<file path="src/rtl/rcc_pkg.sv">
`timescale 1ns/1ps
package rcc_pkg;
  localparam int DW    = 32;
  localparam int AW    = 5;
  localparam int EVT_W = 16;
  localparam int CNT_W = 10;

  localparam logic [DW-1:0] CAUSE_MASK = 32'h0000_2EEE;
  localparam logic [DW-1:0] SRC_MASK   = 32'h0000_2E6E;
  localparam logic [DW-1:0] IRQ_MASK   = 32'h0000_2E6C;
  localparam logic [DW-1:0] IEN_MASK   = 32'h0000_2EEF;
  localparam logic [DW-1:0] POR_CAUSE  = 32'h0000_0082;
  localparam int            GIE_BIT    = 7;
  localparam logic [15:0]   FEATURE_ID = 16'h0003;

  localparam logic [AW-1:0] A_VER    = 5'h00;
  localparam logic [AW-1:0] A_STAT   = 5'h08;
  localparam logic [AW-1:0] A_MODE   = 5'h10;
  localparam logic [AW-1:0] A_FORCE  = 5'h14;
  localparam logic [AW-1:0] A_STICKY = 5'h18;
  localparam logic [AW-1:0] A_IEN    = 5'h1C;

  localparam logic [CNT_W-1:0] MAX_DELAY = CNT_W'(514);

  // ticks = 2^(2*code+3) + 2
  function automatic logic [CNT_W-1:0] delay_ticks(input logic [1:0] code);
    logic [CNT_W-1:0] one;
    one = CNT_W'(1);
    return (one << (2 * int'(code) + 3)) + CNT_W'(2);
  endfunction
endpackage

</file>
<file path="src/rtl/rcc_regs.sv">
`timescale 1ns/1ps
module rcc_regs
  import rcc_pkg::*;
#(
  parameter int VER_MAJOR = 1,
  parameter int VER_MINOR = 0
) (
  input  logic          clk,
  input  logic          rst_n,
  input  logic [AW-1:0] bus_addr,
  input  logic          bus_wr,
  input  logic [DW-1:0] bus_wdata,
  input  logic [DW-1:0] status_i,
  input  logic [DW-1:0] sticky_i,
  output logic [DW-1:0] rdata_o,
  output logic [DW-1:0] ien_o,
  output logic [DW-1:0] sticky_clr_o
);
  localparam logic [DW-1:0] VER_WORD = {VER_MAJOR[7:0], VER_MINOR[7:0], FEATURE_ID};

  logic [1:0]    boot_q, boot_d;
  logic [DW-1:0] ien_q, ien_d;
  logic          cfg_en;

  assign cfg_en = bus_wr;

  always_comb begin
    boot_d = boot_q;
    ien_d  = ien_q;
    case (bus_addr)
      A_MODE:  boot_d = bus_wdata[2:1];
      A_FORCE: boot_d = boot_q | bus_wdata[2:1];
      A_IEN:   ien_d  = bus_wdata & IEN_MASK;
      default: ;
    endcase
  end

  always_ff @(posedge clk or negedge rst_n) begin
    if (!rst_n) begin
      boot_q <= '0;
      ien_q  <= '0;
    end else if (cfg_en) begin
      boot_q <= boot_d;
      ien_q  <= ien_d;
    end
  end

  assign sticky_clr_o = (bus_wr && bus_addr == A_STICKY) ? (bus_wdata & CAUSE_MASK) : '0;
  assign ien_o        = ien_q;

  always_comb begin
    case (bus_addr)
      A_VER:    rdata_o = VER_WORD;
      A_STAT:   rdata_o = status_i;
      A_MODE:   rdata_o = {{(DW-3){1'b0}}, boot_q, 1'b0};
      A_STICKY: rdata_o = sticky_i;
      A_IEN:    rdata_o = ien_q;
      default:  rdata_o = '0;
    endcase
  end
endmodule

</file>
<file path="src/rtl/rcc_timer.sv">
`timescale 1ns/1ps
module rcc_timer
  import rcc_pkg::*;
(
  input  logic             clk,
  input  logic             rst_n,
  input  logic             start_i,
  input  logic             abort_i,
  input  logic [1:0]       code_i,
  input  logic             tick_i,
  output logic             active_o,
  output logic [CNT_W-1:0] cnt_o,
  output logic             done_o
);
  logic             act_q, act_d;
  logic [CNT_W-1:0] cnt_q, cnt_d;
  logic             upd_en;

  assign done_o = act_q && tick_i && (cnt_q == CNT_W'(1));
  assign upd_en = abort_i || start_i || (act_q && tick_i);

  always_comb begin
    act_d = act_q;
    cnt_d = cnt_q;
    if (abort_i) begin
      act_d = 1'b0;
      cnt_d = '0;
    end else if (start_i && !act_q) begin
      act_d = 1'b1;
      cnt_d = delay_ticks(code_i);
    end else if (act_q && tick_i) begin
      cnt_d = cnt_q - CNT_W'(1);
    end
  end

  always_ff @(posedge clk or negedge rst_n) begin
    if (!rst_n) begin
      act_q <= 1'b0;
      cnt_q <= '0;
    end else if (upd_en) begin
      act_q <= act_d;
      cnt_q <= cnt_d;
    end
  end

  assign active_o = act_q;
  assign cnt_o    = cnt_q;
endmodule

</file>
<file path="src/rtl/rcc_capture.sv">
`timescale 1ns/1ps
module rcc_capture
  import rcc_pkg::*;
(
  input  logic          clk,
  input  logic          rst_n,
  input  logic [DW-1:0] evt_i,
  input  logic [DW-1:0] ien_i,
  input  logic          fire_i,
  input  logic [DW-1:0] clr_i,
  output logic          now_o,
  output logic          delay_o,
  output logic [DW-1:0] pend_o,
  output logic [DW-1:0] status_o,
  output logic [DW-1:0] sticky_o
);
  logic [DW-1:0] pend_q, pend_d;
  logic [DW-1:0] stat_q, stat_d;
  logic [DW-1:0] stk_q, stk_d;
  logic [DW-1:0] irq_en, cause_all;

  assign irq_en    = ien_i[GIE_BIT] ? (ien_i & IRQ_MASK) : '0;
  assign now_o     = |(evt_i & ~irq_en);
  assign delay_o   = |(evt_i & irq_en);
  assign cause_all = pend_q | evt_i;

  always_comb begin
    stat_d = stat_q;
    if (fire_i) begin
      pend_d = '0;
      stat_d = cause_all;
      stk_d  = (stk_q & ~clr_i) | cause_all;
    end else begin
      pend_d = cause_all;
      stk_d  = stk_q & ~clr_i;
    end
  end

  always_ff @(posedge clk or negedge rst_n) begin
    if (!rst_n) begin
      pend_q <= '0;
      stat_q <= POR_CAUSE;
      stk_q  <= POR_CAUSE;
    end else begin
      pend_q <= pend_d;
      stk_q  <= stk_d;
      if (fire_i) stat_q <= stat_d;
    end
  end

  assign pend_o   = pend_q;
  assign status_o = stat_q;
  assign sticky_o = stk_q;
endmodule

</file>
<file path="src/rtl/rst_cause_ctrl.sv">
`timescale 1ns/1ps
module rst_cause_ctrl
  import rcc_pkg::*;
#(
  parameter int VER_MAJOR = 1,
  parameter int VER_MINOR = 0
) (
  input  logic             clk,
  input  logic             por_n,
  input  logic             lpo_tick,
  input  logic [EVT_W-1:0] src_evt,
  input  logic [AW-1:0]    bus_addr,
  input  logic             bus_wr,
  input  logic [DW-1:0]    bus_wdata,
  output logic [DW-1:0]    bus_rdata,
  output logic             irq_o,
  output logic             sys_rst_o
);
  logic [1:0]       rsync_q;
  logic             rst_n;
  logic [DW-1:0]    evt, ien, sticky_clr, pend, status, sticky;
  logic             req_now, req_delay, tmr_done, tmr_active, fire, rst_q;
  logic [CNT_W-1:0] tmr_cnt;

  always_ff @(posedge clk or negedge por_n) begin
    if (!por_n) rsync_q <= 2'b00;
    else        rsync_q <= {rsync_q[0], 1'b1};
  end
  assign rst_n = rsync_q[1];

  assign evt = {{(DW-EVT_W){1'b0}}, src_evt} & SRC_MASK;

  rcc_regs #(.VER_MAJOR(VER_MAJOR), .VER_MINOR(VER_MINOR)) u_regs (
    .clk(clk), .rst_n(rst_n), .bus_addr(bus_addr), .bus_wr(bus_wr),
    .bus_wdata(bus_wdata), .status_i(status), .sticky_i(sticky),
    .rdata_o(bus_rdata), .ien_o(ien), .sticky_clr_o(sticky_clr)
  );

  rcc_capture u_cap (
    .clk(clk), .rst_n(rst_n), .evt_i(evt), .ien_i(ien), .fire_i(fire),
    .clr_i(sticky_clr), .now_o(req_now), .delay_o(req_delay),
    .pend_o(pend), .status_o(status), .sticky_o(sticky)
  );

  rcc_timer u_tmr (
    .clk(clk), .rst_n(rst_n), .start_i(req_delay), .abort_i(fire),
    .code_i(ien[1:0]), .tick_i(lpo_tick), .active_o(tmr_active),
    .cnt_o(tmr_cnt), .done_o(tmr_done)
  );

  assign fire = req_now || tmr_done;

  always_ff @(posedge clk or negedge rst_n) begin
    if (!rst_n) rst_q <= 1'b0;
    else        rst_q <= fire;
  end

  assign sys_rst_o = rst_q;
  assign irq_o     = ien[GIE_BIT] && |(pend & ien & IRQ_MASK);
endmodule

</file>
<file path="config.mk">
export PLATFORM = sky130hd
export DESIGN_NAME = rst_cause_ctrl
export DESIGN_NICKNAME = d
export VERILOG_FILES = /design/src/rtl/rcc_pkg.sv /design/src/rtl/rcc_regs.sv /design/src/rtl/rcc_timer.sv /design/src/rtl/rcc_capture.sv /design/src/rtl/rst_cause_ctrl.sv
export SDC_FILE = /design/constraint.sdc
export NUM_CORES = 1
export LEC_CHECK = 0
export CAP_MARGIN = 20
export CORE_UTILIZATION = 45
export DETAILED_ROUTE_END_ITERATION = 8
export MAX_ROUTING_LAYER = met4
export PLACE_DENSITY = 0.69
export SLEW_MARGIN = 40
export SYNTH_ARGS = -nofsm -noshare
export SYNTH_HDL_FRONTEND = slang
export SYNTH_HIERARCHICAL = 1
export SYNTH_SLANG_ARGS = --single-unit
</file>
<file path="constraint.sdc">
create_clock -name clk -period 4.9 [get_ports clk]
set_clock_uncertainty 0.2 [all_clocks]
set_input_delay 0.98 -clock clk [delete_from_list [all_inputs] [get_ports clk]]
set_output_delay 0.98 -clock clk [all_outputs]
set_load 0.05 [all_outputs]
</file>
==> reports/metrics.json <==
{
  "std_cell_rows": {"value": 40},
  "first_global_vias": {"value": 4392},
  "cts_made_buffers": {"value": 17},
  "post-dp-hpwl": {"value": 8802, "unit": "um"},
  "final.setup.tns": {"value": 0, "unit": "ns"},
  "setup-violations-final": {"value": 0},
  "cts_resized": {"value": 0},
  "floorplan.io_pins": {"value": 91},
  "hold_viol_final": {"value": 0},
  "cts_root_buf": {"value": "clkbuf_16"},
  "tritoncts": {"value": "built"},
  "clk_transition_reported_paths": {"value": 0.05, "unit": "ns"},
  "die-area": {"value": 0.01319, "unit": "mm^2"},
  "result_of_the_run": {"value": "completed"},
  "fillerInstances": {"value": 1072},
  "dr.pass1.iters": {"value": 5},
  "timing_worst_slew_pin_value": {"value": 0.6159, "unit": "ns"},
  "holdBufCountCts": {"value": 0},
  "grt_util_all_layers": {"value": 22.79, "unit": "%"},
  "final-max-slew-violation-count": {"value": 0},
  "synthToLayoutAreaGrowth": {"value": 29.07, "unit": "%"},
  "syn_area_per_cell": {"value": 9.827, "unit": "um^2"},
  "syn-instance-count": {"value": 583},
  "netlist_area": {"value": 0.005729, "unit": "mm^2"},
  "post-route-period-util": {"value": 88.81, "unit": "%"},
  "worst_hold_path_type": {"value": "flip-flop to async pin"},
  "cell_type_with_the_highest_occurrence_count_on_the_critical_path": {"value": "buf_4"},
  "yosysWarnings": {"value": 6},
  "cts-htree-levels": {"value": 4},
  "grt_overflow_total": {"value": 0},
  "global_route_wire_length_before_repair": {"value": 21800, "unit": "um"},
  "maximum_number_of_pins_on_one_net_before_global_route_repair": {"value": 60},
  "post_route_cells_drive_above_1_share": {"value": 14.13, "unit": "%"},
  "totalWireLength": {"value": 13060, "unit": "um"},
  "grt_setup_unrepaired": {"value": "no"},
  "die_w": {"value": 114.8, "unit": "um"},
  "1st_iter_drt_viols": {"value": 348},
  "cp.required": {"value": 3.72, "unit": "ns"},
  "final_nets": {"value": 777},
  "routabilityCongestion": {"value": 0.8374},
  "p_per_area": {"value": 332.1, "unit": "mW/mm^2"},
  "timing.max_slew.rel_slack": {"value": 58.56, "unit": "%"},
  "port-buffer-count": {"value": 62},
  "finalPower": {"value": 0.002455, "unit": "W"},
  "post-route-drc-count": {"value": 0},
  "grt_antenna_before_repair": {"value": 0},
  "cp_slowest_stage_delay": {"value": 0.70, "unit": "ns"},
  "postLayoutCoreUtil": {"value": 60.55, "unit": "%"},
  "vdd_drop_max": {"value": 0.2866, "unit": "mV"},
  "post-route-cell-area": {"value": 0.007395, "unit": "mm^2"},
  "finalCriticalPeriod": {"value": 4.352, "unit": "ns"},
  "critical-path-slowest-cell": {"value": "clkdlybuf4s50_1"},
  "n_antenna_cell": {"value": 0},
  "vias_after_detailed_routing": {"value": 4408},
  "max-cap-violations": {"value": 0},
  "timing.setup.critical_path_class": {"value": "primary input to primary output"},
  "postRouteAntennaNets": {"value": 0},
  "fmax": {"value": 0.2298, "unit": "GHz"},
  "cts-root-to-sink-buffers": {"value": 2},
  "critical_path.startpoint_type": {"value": "primary input"},
  "crit_chain": {"value": "clkdlybuf4s50_1 > buf_4 > nor2b_1 > nor2b_2 > buf_4 > a22o_1 > buf_12"},
  "vias_per_cell": {"value": 4.914},
  "die_height": {"value": 114.8, "unit": "um"},
  "post_cts_buffers": {"value": 0},
  "path_max_fanout": {"value": 20},
  "critPathArrivalTime": {"value": 3.17, "unit": "ns"},
  "clk-insertion-delay-late": {"value": 0.42, "unit": "ns"},
  "clock-sinks": {"value": 123},
  "core_area": {"value": 0.01221, "unit": "mm^2"},
  "detail_route.wl_per_cell": {"value": 14.56, "unit": "um"},
  "detailed_place.area": {"value": 0.006878, "unit": "mm^2"},
  "endpoint_kind": {"value": "primary output"},
  "timing.hold.ws": {"value": 0.08806, "unit": "ns"},
  "cellLeakagePower": {"value": 3.564, "unit": "nW"},
  "start_util": {"value": 46.92, "unit": "%"}
}
-- worst max-delay path, delay by kind of cell --
kind	cells	cell delay, ns
AOI/OAI and AO/OA	1	0.27
buffers and inverters	4	1.49
and+or+nand+nor	2	0.43
-- cell usage in the layout, fill, tap and decap left out, types with 13 or more instances in the layout --
cell               n
o21ai_0           93
mux2_2            22
buf_12            22
inv_1             72
a22oi_1           16
conb_1            92
clkbuf_16         17
a22o_1            22
clkdlybuf4s50_1   33
buf_4             20
dfrtp_1          118
nand2_1           13
nor2_1            78
-- sequential cells by signal, indices dropped and copies added, names as in the netlist --
signal          count
u_cap/sticky_o     32
u_regs/ien_o       11
u_regs/boot_q       2
u_tmr/cnt_o        10
u_tmr/active_o      1
u_cap/status_o     32
u_cap/pend_o       32
rsync_q             2
sys_rst_o           1
-- where the power goes --
| group | switching (W) | total, W | internal (W) | leakage, nW |
|---|---|---|---|---|
| combinational | 0.000129 | 0.000238 | 0.000109 | 1.81 |
| sequential | 0.0000513 | 0.00112 | 0.00107 | 1.50 |
| clock | 0.000408 | 0.00110 | 0.000691 | 0.254 |
-- cell type report --
| cell class | count | area, um^2 | area share, % |
|---|---|---|---|
| Sequential cell | 123 | 3087 | 41.74 |
| Multi-Input combinational cell | 429 | 2390 | 32.32 |
| Inverter | 72 | 270.3 | 3.655 |
| Clock inverter | 2 | 10.01 | 0.1354 |
| Clock buffer | 28 | 506.7 | 6.853 |
| Timing Repair Buffer | 75 | 920.9 | 12.45 |
| Tap cell | 168 | 210.2 | 2.843 |
-- metal layers --
layer / vias to the layer above / wire [um] / GRT usage (%)
li1: 2152 / - / -
met1: 2130 / 5800 / 27.90
met2: 103 / 6221 / 34.91
met3: 23 / 697 / 6.800
met4: 0 / 338 / 10.39
met5: - / 0 / -
-- metrics by stage --
step | cells | setup slack, ns
floorplan | 672 | 0.6224
global placement | 866 | 0.5934
detailed placement | 867 | 0.5849
CTS | 897 | 0.5701
global route | 897 | 0.4742
finish | 897 | 0.5482
-- final timing paths --
kind / startpoint / endpoint / slack (ns) / cells past startpoint
max: bus_addr[2] / bus_rdata[4] / 0.55 / 7
min: rsync_q[1]$_DFF_PN0_ / u_cap/status_o[15]$_DFFE_PN0P_ / 0.09 / 0
max reg2reg: u_tmr/cnt_o[2]$_DFFE_PN0P_ / u_tmr/cnt_o[8]$_DFFE_PN0P_ / 1.89 / 7
min reg2reg: rsync_q[1]$_DFF_PN0_ / u_cap/status_o[15]$_DFFE_PN0P_ / 0.09 / 0
max in group asynchronous: rsync_q[1]$_DFF_PN0_ / u_cap/pend_o[1]$_DFF_PN0_ / 3.42 / 1
min in group clk: rsync_q[0]$_DFF_PN0_ / rsync_q[1]$_DFF_PN0_ / 0.15 / 0
Note: power is estimated with default switching activity, not from simulation.
